--- src/rtl/deser_pkg.sv ---
package deser_pkg;
  typedef enum logic {
    CAP_SDR = 1'b0,
    CAP_DDR = 1'b1
  } cap_mode_e;
endpackage

--- src/rtl/deser_capture.sv ---
module deser_capture
  import deser_pkg::*;
#(
  parameter int unsigned HIST_W = 16
) (
  input  logic              clk,
  input  logic              rst_n,
  input  cap_mode_e         mode,
  input  logic              din,
  output logic [HIST_W-1:0] hist
);
  logic              fall_q;
  logic              rise_q;
  logic [HIST_W-1:0] hist_q;
  logic [HIST_W-1:0] hist_d;

  // falling-edge sample, used only in double data rate
  always_ff @(negedge clk or negedge rst_n) begin
    if (!rst_n) fall_q <= 1'b0;
    else        fall_q <= din;
  end

  always_comb begin
    if (mode == CAP_DDR) hist_d = {hist_q[HIST_W-3:0], rise_q, fall_q};
    else                 hist_d = {hist_q[HIST_W-2:0], din};
  end

  always_ff @(posedge clk or negedge rst_n) begin
    if (!rst_n) begin
      hist_q <= '0;
      rise_q <= 1'b0;
    end else begin
      hist_q <= hist_d;
      rise_q <= din;
    end
  end

  assign hist = hist_q;
endmodule

--- src/rtl/deser_slip_ctrl.sv ---
module deser_slip_ctrl
  import deser_pkg::*;
#(
  parameter int unsigned WSEL_W = 4,
  parameter int unsigned OFS_W  = 3
) (
  input  logic              clk,
  input  logic              rst_n,
  input  cap_mode_e         mode,
  input  logic [WSEL_W-1:0] width,
  input  logic              word_stb,
  input  logic              bitslip,
  output logic [OFS_W-1:0]  ofs,
  output logic              phase,
  output logic              busy
);
  localparam logic [WSEL_W-1:0] ONE   = WSEL_W'(1);
  localparam logic [WSEL_W-1:0] THREE = WSEL_W'(3);

  logic [OFS_W-1:0]  ofs_q, ofs_d;
  logic              phase_q, phase_d;
  logic              busy_q, busy_d;
  logic              take;
  logic [WSEL_W-1:0] cur, inc1, dec1, dec3, step;

  assign take = bitslip & ~busy_q;
  assign cur  = WSEL_W'(ofs_q);

  always_comb begin
    inc1 = ((cur + ONE) == width) ? '0 : cur + ONE;     // window one bit earlier
    dec1 = (cur == '0) ? width - ONE : cur - ONE;        // one bit later
    dec3 = (cur >= THREE) ? cur - THREE : cur + width - THREE; // three bits later
    if (mode == CAP_DDR) step = phase_q ? dec3 : inc1;
    else                 step = dec1;

    ofs_d   = take ? OFS_W'(step) : ofs_q;
    phase_d = (take && mode == CAP_DDR) ? ~phase_q : phase_q;
    if (take)          busy_d = 1'b1;
    else if (word_stb) busy_d = 1'b0;
    else               busy_d = busy_q;
  end

  always_ff @(posedge clk or negedge rst_n) begin
    if (!rst_n) begin
      ofs_q   <= '0;
      phase_q <= 1'b0;
      busy_q  <= 1'b0;
    end else begin
      ofs_q   <= ofs_d;
      phase_q <= phase_d;
      busy_q  <= busy_d;
    end
  end

  assign ofs   = ofs_q;
  assign phase = phase_q;
  assign busy  = busy_q;
endmodule

--- src/rtl/deser_word_sel.sv ---
module deser_word_sel #(
  parameter int unsigned MAX_W  = 8,
  parameter int unsigned HIST_W = 16,
  parameter int unsigned WSEL_W = 4,
  parameter int unsigned OFS_W  = 3
) (
  input  logic [HIST_W-1:0] hist,
  input  logic [OFS_W-1:0]  ofs,
  input  logic [WSEL_W-1:0] width,
  output logic [MAX_W-1:0]  word
);
  logic [HIST_W-1:0] shifted;

  assign shifted = hist >> ofs;

  for (genvar i = 0; i < MAX_W; i++) begin : g_bit
    assign word[i] = (WSEL_W'(i) < width) & shifted[i];
  end
endmodule

--- src/rtl/deser_bitslip.sv ---
module deser_bitslip
  import deser_pkg::*;
#(
  parameter int unsigned MAX_W  = 8,
  parameter int unsigned WSEL_W = $clog2(MAX_W + 1)
) (
  input  logic              clk,
  input  logic              rst_n,
  input  logic              mode,
  input  logic [WSEL_W-1:0] width,
  input  logic              din,
  input  logic              word_stb,
  input  logic              bitslip,
  output logic [MAX_W-1:0]  dout
);
  localparam int unsigned HIST_W = 2 * MAX_W;
  localparam int unsigned OFS_W  = $clog2(MAX_W);

  cap_mode_e         mode_e;
  logic [HIST_W-1:0] hist;
  logic [OFS_W-1:0]  ofs;
  logic              slip_phase;
  logic              slip_busy;
  logic [MAX_W-1:0]  word;
  logic [MAX_W-1:0]  dout_q, dout_d;

  assign mode_e = cap_mode_e'(mode);

  deser_capture #(.HIST_W(HIST_W)) u_cap (
    .clk  (clk),
    .rst_n(rst_n),
    .mode (mode_e),
    .din  (din),
    .hist (hist)
  );

  deser_slip_ctrl #(.WSEL_W(WSEL_W), .OFS_W(OFS_W)) u_slip (
    .clk     (clk),
    .rst_n   (rst_n),
    .mode    (mode_e),
    .width   (width),
    .word_stb(word_stb),
    .bitslip (bitslip),
    .ofs     (ofs),
    .phase   (slip_phase),
    .busy    (slip_busy)
  );

  deser_word_sel #(
    .MAX_W(MAX_W), .HIST_W(HIST_W), .WSEL_W(WSEL_W), .OFS_W(OFS_W)
  ) u_sel (
    .hist (hist),
    .ofs  (ofs),
    .width(width),
    .word (word)
  );

  always_comb dout_d = word_stb ? word : dout_q;

  always_ff @(posedge clk or negedge rst_n) begin
    if (!rst_n) dout_q <= '0;
    else        dout_q <= dout_d;
  end

  assign dout = dout_q;
endmodule

--- config.mk ---
export PLATFORM = sky130hd
export DESIGN_NAME = deser_bitslip
export DESIGN_NICKNAME = d
export VERILOG_FILES = /design/src/rtl/deser_pkg.sv /design/src/rtl/deser_capture.sv /design/src/rtl/deser_slip_ctrl.sv /design/src/rtl/deser_word_sel.sv /design/src/rtl/deser_bitslip.sv
export SDC_FILE = /design/constraint.sdc
export NUM_CORES = 1
export LEC_CHECK = 0
export BUFFER_PORTS_ARGS = -buffer_cell sky130_fd_sc_hd__buf_2
export CAP_MARGIN = 15
export CORE_AREA = 2 2 58 60
export DETAILED_ROUTE_END_ITERATION = 7
export DIE_AREA = 0 0 60 62
export GPL_TIMING_DRIVEN = 0
export PLACE_DENSITY = 0.82
export SYNTH_ARGS = -nofsm -noshare
export SYNTH_HDL_FRONTEND = slang
export SYNTH_SLANG_ARGS = --single-unit
--- constraint.sdc ---
create_clock -name clk -period 3.4 [get_ports clk]
set_input_delay 0.34 -clock clk [delete_from_list [all_inputs] [get_ports clk]]
set_output_delay 0.34 -clock clk [all_outputs]
set_load 0.05 [all_outputs]
==> results.txt, run 1 <==
Dominant synthesized flop cell - dfrtp_1
CP Capture Type - flip-flop
# clock sinks - 30
Arrival time worst endpoint - 2.76 ns
Final Cell Area - 2070 um2
DP Area - 2010 um2
Clk slew on worst S/H paths - 0.10 ns
Hold Crit Class - in2async
Slowest stage cell on the critical path - dfrtp_1
Resized cells post-CTS - 0
Setup tns final - 0 ns
Total Routing Usage GR - 23.5%
CTS tree - built
Fin util - 65.1%
# setup viols final - 0
Period utilisation layout - 74.6%
Post-layout min period - 2.54 ns
Worst vdd ir - 333 uV
Crit path top cell by count - ha_1
Syn_area_per_cell - 11.4 um2
Initial Util - 59.0%
Fmax - 394 MHz
Hold Worst Slack - 0.0115 ns
Via-to-Cell Ratio - 5.72
R2R Setup Slk - 0.86 ns
Initial antenna violation count - 0
Share of cells above drive strength 1 - 31.4%
Setup crit start kind - flip-flop
Max-Cap Viols - 0
Total power - 1910 uW
Global-route wire length before repair - 6160 um
Area of the core - 3180 um2
Placer Congestion - 0.805
Worst Path Required - 3.62 ns
I/O Pins - 18
Yosys synthesis warning count - 0
Largest net degree at the start of global routing - 31
Final Max Tran Viols - 0
CTS max path bufs - 2
Worst Tran Pin Value - 0.664 ns
Die height - 62 um
Syn Inst Count - 165
Full die area - 3720 um2
# DRC - 0
Slew HR - 55.7%
Cell variety after synth - 40
Vias - 1,339
Detailed placer's ending HPWL - 2840 um
First DRT Iteration DRCs - 128
Diode count - 0
Worst path cell trace - buf_6, buf_12, inv_1, ha_1, nor2b_1, mux2i_1, ha_1, o21bai_1, a222oi_1, o21ai_1
Vias in the first global route - 1,309
Die width - 60 um
Ys async rst share - 100%
Post-synthesis cell area - 1880 um2
Drt pass-1 iters - 4
CTS Hold Bufs - 0
Largest stage delay on the critical path - 0.43 ns
H-tree levels - 2
Num CTS Buffers - 5
Net Count, Synth - 182
Fill count - 259
Seq/Total Area, Yosys - 40.0%
Post-DR wirelength/cell - 16.0 um
Fin Clk Skew - 0.0160 ns
Critical-path maximum fanout - 10
Outcome - completed
RSZ-0062 raised after global routing - false
Postcts setup bufs - 0
Critical path type - reg2reg
Root buffer cell - clkbuf_4
Synthesis-to-layout area growth - 10.3%
Register bit total from synthesis - 30
Routed wire length - 3750 um
Power Dens Cells - 923 nW/um2
Final antenna-violating net count - 0
IO buf count - 15
Pleak - 0.000936 uW
Total grt overflow - 0
Number of flops mapped to enable cells by yosys - 0
Final Hold Viols - 0
Nets - 204
Number of core rows - 21
Worst-Skew Late Latency - 0.34 ns
cells by family after synthesis:
logic type / after synthesis / synth area share, %
XOR/XNOR: 6 / 2.80
buffers and inverters: 24 / 6.47
multiplexers: 40 / 26.5
AO/OA/AOI/OAI: 31 / 12.7
AND/OR/NAND/NOR: 27 / 6.80
flip-flops: 30 / 40.0
adder cells (fa/ha/maj): 7 / 4.67
through the flow:
| stage | worst slack [ns] | instances |
|---|---|---|
| global placement | 0.950 | 226 |
| CTS | 0.885 | 234 |
| finish | 0.862 | 234 |
| global route | 0.671 | 234 |
| floorplan | 1.03 | 165 |
| detailed placement | 0.900 | 226 |
layout by cell type, fill, tap and decap left out, drive strengths merged, types with 2 or more instances in the layout:
master | Yosys | routed
ha | 7 | 7
mux2 | 17 | 17
mux2i | 17 | 17
a21oi | 8 | 8
o32ai | 2 | 2
nand2b | 2 | 2
a31oi | 2 | 2
buf | 6 | 21
nor2 | 8 | 8
nand3b | 2 | 2
dfrtp | 29 | 29
mux4 | 6 | 6
nand2 | 10 | 10
o21ai | 6 | 6
clkbuf | 4 | 11
inv | 14 | 14
o22ai | 5 | 5
xnor2 | 5 | 5
where the power goes:
group / internal [uW] / leakage (uW) / switching (uW)
Clock: 100 / 0.0000353 / 124
Combinational: 495 / 0.000542 / 651
Sequential: 462 / 0.000359 / 77.1
Total: 1060 / 0.000936 / 852
cells in the mapped netlist (2+ instances only):
cell	instances	area, um2
nor2_1	8	30.0
a31oi_1	2	12.5
clkbuf_1	4	15.0
mux2_2	16	180
a21oi_1	8	40.0
ha_1	7	87.6
o32ai_1	2	17.5
buf_2	3	15.0
o21ai_0	5	25.0
o22ai_2	4	50.1
nand2b_1	2	12.5
mux2i_1	17	170
dfrtp_1	29	726
nand3b_1	2	15.0
inv_2	2	7.51
nand2_1	10	37.5
inv_1	12	45.0
xnor2_1	5	43.8
mux4_2	6	135
critical path, delay by kind of cell, from the launching register on:
kind	cells	cell delay [ns]
fa+ha+maj	2	0.40
mux	1	0.28
flops	1	0.43
simple gates	1	0.26
buf+inv	3	0.39
compound gates	3	0.64
registers in the layout (all words and copies together) (netlist names):
name,count
dout,8
u_cap.fall_q,1
u_cap.hist,15
u_cap.rise_q,1
u_slip.busy,1
u_slip.ofs,3
u_slip.phase,1
final timing paths:
kind,start,end,cells past startpoint
min,rst_n,dout[2],1
max,u_slip.ofs[1],u_slip.ofs[2],10
min in group clk,din,u_cap.rise_q,1
min reg2reg,u_cap.rise_q,u_cap.hist[1],1
max reg2reg,u_slip.ofs[1],u_slip.ofs[2],10
max in group asynchronous,rst_n,u_cap.fall_q,1
per-layer routing:
metal / GRT usage [%] / vias to the layer above / routed length [um]
li1: - / 639 / -
met1: 26.5 / 656 / 1600
met2: 40.1 / 36 / 1900
met3: 7.04 / 8 / 154
met4: 13.0 / 0 / 94
met5: 0 / - / 0
layout make-up:
cell class,instances,area [um2],share of cell area (%)
well taps,46,57.6,2.78
clock inverters,1,5.00,0.242
repair buffers,15,75.1,3.63
clock buffers,7,55.1,2.66
plain buffers,10,68.8,3.33
flip-flops and latches,30,751,36.3
multi-input cells,111,1000,48.5
inverters,14,52.6,2.54
(Power assumes the default switching activity.)
==> run 2, diff against run 1 <==
ABC_AREA = 1   (was not set)
CORE_AREA = 2 2 60 62   (was 2 2 58 60)
DIE_AREA = 0 0 62 64   (was 0 0 60 62)
PLACE_DENSITY = 0.77   (was 0.82)
clock period = 2.6 ns   (was 3.4 ns; I/O delays follow)
==> run 2 against run 1 <==
- sequential share of layout area is 0.39 points lower
- largest cell class unchanged
- setup slack worse by 0.39 ns
- first-iteration DRC count decreased by 13%
- largest power group unchanged
- clock power increased by 28%
==> results.txt, run 2 <==
Outcome - completed
Worst vdd ir - 618 uV (+85%)
Crit path buffers/inverters - 2 (-1)
Top cells by area, synth - dfrtp_1 (39%), nand2_1 (21%), o21ai_0 (9.0%)
Cell variety after synth - 23 (-43%)
Number of flops mapped to enable cells by yosys - 0 (unchanged)
Hold Crit Class - in2reg
Hold path depth - 1
Full die area - 3970 um2 (+6.7%)
Post-synth top area share - 38.5% (-0.15 points)
CTS max path bufs - 2 (unchanged)
Vias in the first global route - 1,600 (+22%)
RSZ-0062 raised after global routing - false
Most frequent cells in the layout - nand2_1 (104), o21ai_0 (34), inv_1 (31)
Post-synthesis cell area - 1880 um2 (+0.40%)
Setup tns final - 0 ns (unchanged)
H-tree levels - 2 (unchanged)
IO buf count - 16 (+1)
Total Routing Usage GR - 23.8% (+0.25 points)
Yosys top cell by area - dfrtp_1
Clk slew on worst S/H paths - 0.09 ns (about the same)
Net Count, Synth - 292 (+60%)
Largest stage delay on the critical path - 0.52 ns (+0.09 ns)
Area of the core - 3280 um2 (+3.3%)
Yosys synthesis warning count - 0 (unchanged)
Total grt overflow - 0 (unchanged)
Top-count cell post-synth - nand2_1
Via-to-Cell Ratio - 5.14 (-10%)
Slowest stage cell on the critical path - dlygate4sd3_1
R2R Path Start - u_slip.ofs[1]
Max-Cap Viols - 0 (unchanged)
FF/Latch Area - 751 um2 (unchanged)
Postcts setup bufs - 0 (unchanged)
Setup crit start kind - input pin
Global-route wire length before repair - 7110 um (+15%)
Share of cells above drive strength 1 - 11.0% (-20 points)
Register bit total from synthesis - 30 (unchanged)
Final cell count without fillers - 346 (+48%)
CP top delay family - buffers and inverters
R2R Setup Slk - 0.58 ns (-0.28 ns)
Detailed placer's ending HPWL - 3030 um (+6.6%)
Critical-path maximum fanout - 30 (+20)
Pleak - 0.00111 uW (+19%)
CTS tree - built
Worst-Skew Late Latency - 0.32 ns (-0.02 ns)
Placer Congestion - 0.904 (+12%)
R2R depth - 11 (+1)
Vias - 1,777 (+33%)
Max reg flops - 15 (unchanged)
# DRC - 0 (unchanged)
Seq/Total Area, Yosys - 39.9% (-0.16 points)
Arrival time worst endpoint - 1.31 ns (-1.45 ns)
Die width - 62 um (+3.3%)
Multi-input logic area - 941 um2 (-6.2%)
Slew HR - 57.3% (+1.6 points)
Worst Tran Pin Value - 0.640 ns (-0.0237 ns)
Syn Inst Count - 275 (+67%)
Dominant synthesized flop cell - dfrtp_1
Fin util - 63.7% (-1.4 points)
Diode count - 0 (unchanged)
Fin Clk Skew - 0.0126 ns (-0.00342 ns)
FF-to-FF End - u_slip.ofs[2]
Initial antenna violation count - 0 (unchanged)
CP Capture Type - async pin
Syn_area_per_cell - 6.85 um2 (-40%)
Initial Util - 57.3% (-1.7 points)
Critical path type - in2async
Die height - 64 um (+3.2%)
Num CTS Buffers - 5 (unchanged)
Drt pass-1 iters - 4 (unchanged)
Worst path cell trace - dlygate4sd3_1, buf_2
Number of core rows - 21 (unchanged)
Power Dens Cells - 1140 nW/um2 (+23%)
Fill count - 314 (+21%)
Final Max Tran Viols - 0 (unchanged)
Placed cells - 337 (+49%)
I/O Pins - 18 (unchanged)
Most common cell after layout, fill and taps aside - nand2_1
Final antenna-violating net count - 0 (unchanged)
Ys async rst share - 100% (unchanged)
Largest net degree at the start of global routing - 31 (unchanged)
Final Hold Viols - 0 (unchanged)
Synthesis-to-layout area growth - 11.0%
Worst Path Required - 1.78 ns (-1.84 ns)
# clock sinks - 30 (unchanged)
Total power - 2370 uW (+24%)
Routed wire length - 4040 um (+7.9%)
# setup viols final - 0 (unchanged)
Nets - 316 (+55%)
Hold Path Sink - u_cap.rise_q
Most frequent cells after synthesis - nand2_1 (104), o21ai_0 (34), inv_1 (31), dfrtp_1 (29), nor2_1 (13)
Hold wc startpoint - din
Root buffer cell - clkbuf_4
Post-DR wirelength/cell - 11.7 um (-27%)
First DRT Iteration DRCs - 111 (-13%)
run 2: worst max-delay path by stage:
stage                             from             to  slack, ns  depth (start not counted)
after detailed placement         rst_n   u_cap.fall_q       0.60                          1
after floorplan           u_cap.fall_q  u_cap.hist[0]       0.76                          2
final                            rst_n   u_cap.fall_q       0.47                          2
after CTS                        rst_n   u_cap.fall_q       0.42                          2
after global routing             rst_n   u_cap.fall_q       0.28                          2
after global placement           rst_n   u_cap.fall_q       0.60                          1
run 2: logic make-up (layout without fill, tap and decap cells):
group,after synthesis,count (layout),share of synthesized area [%]
xor gates and xnor gates,1,1,0.465
buffers and inverters,45,70,10.2
DFF,30,30,39.9
adders and majority gates,7,7,4.65
and+or+nand+nor,134,134,28.4
AOI/OAI and AO/OA,58,58,16.5
run 2: stage by stage:
step	setup WS, ns	instance area, um2	hold WS (ns)
floorplan	0.764	1880	-0.0356
global placement	0.598	2020	0.328
detailed placement	0.600	2020	0.326
CTS	0.420	2090	0.0551
global route	0.281	2090	0.0484
finish	0.469	2090	0.0673
run 2: area by class of cell:
class / count / area share (%)
buffer: 12 / 3.11
clock buffer: 7 / 2.63
clock inverter: 1 / 0.239
inverter: 33 / 6.04
multi-input combinational: 200 / 45.0
sequential: 30 / 35.9
tap: 46 / 2.75
timing repair buffer: 17 / 4.31
run 2: routing by layer:
layer / part of all wire (%) / track usage, % / up-vias / routed length, um
met5: 0 / 0 / - / 0
li1: - / - / 925 / -
met4: 0.82 / 7.71 / 0 / 33
met1: 49 / 33.9 / 801 / 1990
met2: 45 / 35.9 / 47 / 1840
met3: 4.5 / 4.25 / 4 / 184
run 2: repair_timing:
item / in CTS / in global routing
hold buffers: 1 / 0
resized for setup: 0 / 0
hold endpoints to repair: 29 / 0
run 2: report_power, final:
group | switching, uW | internal [uW]
logic | 947 | 462
registers | 91.7 | 587
clock network | 156 | 131
==> run 3, diff against run 2 <==
clock period = 2 ns   (was 2.6 ns; I/O delays follow)
==> run 3 against run 2 <==
- largest power group unchanged
- die area stayed put
- global-route usage hardly changed
- power is 32% higher
- combinational power is 33% higher
- highest routed layer unchanged
- clock skew is 0.00061 ns higher
- critical path type is now reg2reg
==> results.txt, run 3 (same netlist as run 2, synthesis figures left out) <==
Switching power - 1570 uW (+32%)
Worst-Skew Late Latency - 0.33 ns (about the same)
Final Cell Area - 2120 um2 (+1.3%)
Worst path cell trace - inv_4, ha_1, nand2_1, nand2_1, o21a_1, inv_1, ha_1, a21oi_1, nand2_1, nand2_1
Net Sw Frac - 50.2% (-0.14 points)
Most common cell after layout, fill and taps aside - nand2_1
Fmax - 558 MHz
Drt pass-1 iters - 4 (unchanged)
Worst Path Required - 2.27 ns (+0.49 ns)
Hold path depth - 2 (+1)
Internal power - 1560 uW (+32%)
Hold Crit Class - in2reg
Arrival time worst endpoint - 2.06 ns (+0.75 ns)
Worst Tran Pin Value - 0.643 ns (+0.00277 ns)
Setup tns final - 0 ns (unchanged)
# DRC - 0 (unchanged)
R2R depth - 10 (-1)
Seq pwr share - 28.4% (-0.2 points)
Crit path buffers/inverters - 2 (unchanged)
IO buf count - 16 (unchanged)
Synthesis-to-layout area growth - 12.5%
Total Routing Usage GR - 23.8% (+0.040 points)
Worst vdd ir - 801 uV (+30%)
CP Capture Type - flip-flop
Detailed placer's ending HPWL - 3030 um (unchanged)
Root buffer cell - clkbuf_4
Share of cells above drive strength 1 - 11.9% (+0.92 points)
Pleak - 0.00112 uW (+0.48%)
Setup crit start kind - flip-flop
# setup viols final - 0 (unchanged)
Clk pwr share - 12.0% (about the same)
Num CTS Buffers - 5 (unchanged)
Area of the core - 3280 um2 (unchanged)
# clock sinks - 30 (unchanged)
Vias - 1,797 (+1.1%)
Critical path type - reg2reg
FF-to-FF End - u_slip.ofs[1]
Hold wc startpoint - word_stb
Fin Clk Skew - 0.0132 ns (+0.000608 ns)
Post-DR wirelength/cell - 11.7 um (+0.21%)
Final antenna-violating net count - 0 (unchanged)
Hold Path Sink - u_slip.busy
H-tree levels - 2 (unchanged)
Most frequent cells in the layout - nand2_1 (104), o21ai_0 (34), inv_1 (30)
Vias in the first global route - 1,606 (+0.38%)
Power Dens Cells - 1480 nW/um2 (+30%)
Gate power share - 59.6% (+0.3 points)
CTS tree - built
Initial antenna violation count - 0 (unchanged)
R2R Path Start - u_slip.ofs[1]
Largest net degree at the start of global routing - 31 (unchanged)
Global-route wire length before repair - 7130 um (+0.20%)
R2R Setup Slk - 0.21 ns (-0.37 ns)
Fill count - 311 (-0.96%)
Final Hold Viols - 0 (unchanged)
Placer Congestion - 0.904 (unchanged)
Critical-path maximum fanout - 15 (-50%)
First DRT Iteration DRCs - 93 (-16%)
Number of core rows - 21 (unchanged)
Final Max Tran Viols - 0 (unchanged)
Max reg flops - 15 (unchanged)
Clk slew on worst S/H paths - 0.10 ns (about the same)
Crit path top cell by count - nand2_1
RSZ-0062 raised after global routing - false
Slowest stage cell on the critical path - dfrtp_2
Post-layout min period - 1.79 ns
CTS max path bufs - 2 (unchanged)
Initial Util - 57.3% (unchanged)
Routed wire length - 4080 um (+0.79%)
Period utilisation layout - 89.6%
Outcome - completed
Die width - 62 um (unchanged)
Full die area - 3970 um2 (unchanged)
Diode count - 0 (unchanged)
CP top delay family - flip-flops
I/O Pins - 18 (unchanged)
Largest stage delay on the critical path - 0.50 ns (-0.02 ns)
DP Area - 2020 um2 (unchanged)
Final cell count without fillers - 348 (+0.58%)
Slew HR - 57.1% (-0.18 points)
Via-to-Cell Ratio - 5.16 (+0.54%)
Placed cells - 337 (unchanged)
Total grt overflow - 0 (unchanged)
Nets - 318 (+0.63%)
Die height - 64 um (unchanged)
Max-Cap Viols - 0 (unchanged)
Total power - 3130 uW (+32%)
## run 3: cell types whose count changed in the layout (fill, tap and decap cells not counted), sizes merged
cell	delta
clkinvlp	+1
buf	+1
dlygate4sd3	+1
inv	-1
## run 3: per-layer routing
| layer | vias up | wire, um | track usage (%) |
|---|---|---|---|
| met2 | 46 | 1760 | 36.1 |
| met1 | 806 | 2070 | 33.9 |
| met5 | - | 0 | 0 |
| li1 | 938 | - | - |
| met3 | 7 | 176 | 4.25 |
| met4 | 0 | 67 | 7.71 |
## run 3: per-stage QoR
stage | setup slack (ns) | hold slack, ns | util, %
3_3_place_gp | 0.0610 | 0.268 | 61.5
4_1_cts | 0.0153 | 0.0981 | 64.0
2_1_floorplan | 0.242 | -0.0956 | -
6_report | 0.208 | 0.0976 | 64.5
3_5_place_dp | -0.0000191 | 0.266 | 61.5
5_1_grt | 0.00636 | 0.120 | 64.5
## run 3: how the worst max path moves through the flow
stage / from / end / slack, ns / cells after the start
floorplan: u_slip.ofs[1] / u_slip.ofs[2] / 0.24 / 12
global placement: u_slip.ofs[1] / u_slip.ofs[2] / 0.06 / 12
detailed placement: u_slip.ofs[1] / u_slip.ofs[2] / -0.00002 / 11
CTS: u_slip.ofs[1] / u_slip.ofs[2] / 0.02 / 11
global route: u_slip.ofs[0] / u_slip.ofs[2] / 0.006 / 12
finish: u_slip.ofs[1] / u_slip.ofs[1] / 0.21 / 10
## run 3: area by class of cell
| class | count | area [um2] | area share (%) |
|---|---|---|---|
| multi-input combinational | 200 | 941 | 44.4 |
| sequential | 30 | 752 | 35.5 |
| inverter | 33 | 133 | 6.26 |
| timing repair buffer | 20 | 115 | 5.43 |
| buffer | 11 | 60.1 | 2.84 |
| tap | 46 | 57.6 | 2.72 |
| clock buffer | 7 | 55.1 | 2.60 |
| clock inverter | 1 | 5.00 | 0.236 |
## run 3: power groups by stage
stage | Clock, uW | Sequential (uW) | Combinational (uW)
floorplan | 0 | 1130 | 1170
global placement | 0 | 884 | 1800
detailed placement | 0 | 893 | 1810
CTS | 387 | 884 | 1820
global route | 422 | 911 | 2140
finish | 375 | 889 | 1870
## run 3: repair_timing
action,CTS,global route
cloned,0,0
setup buffers,0,2
pin swaps,0,1
setup endpoints to repair,2,2
hold buffers,2,0
resized for setup,1,3
endpoints found under the hold margin,30,0
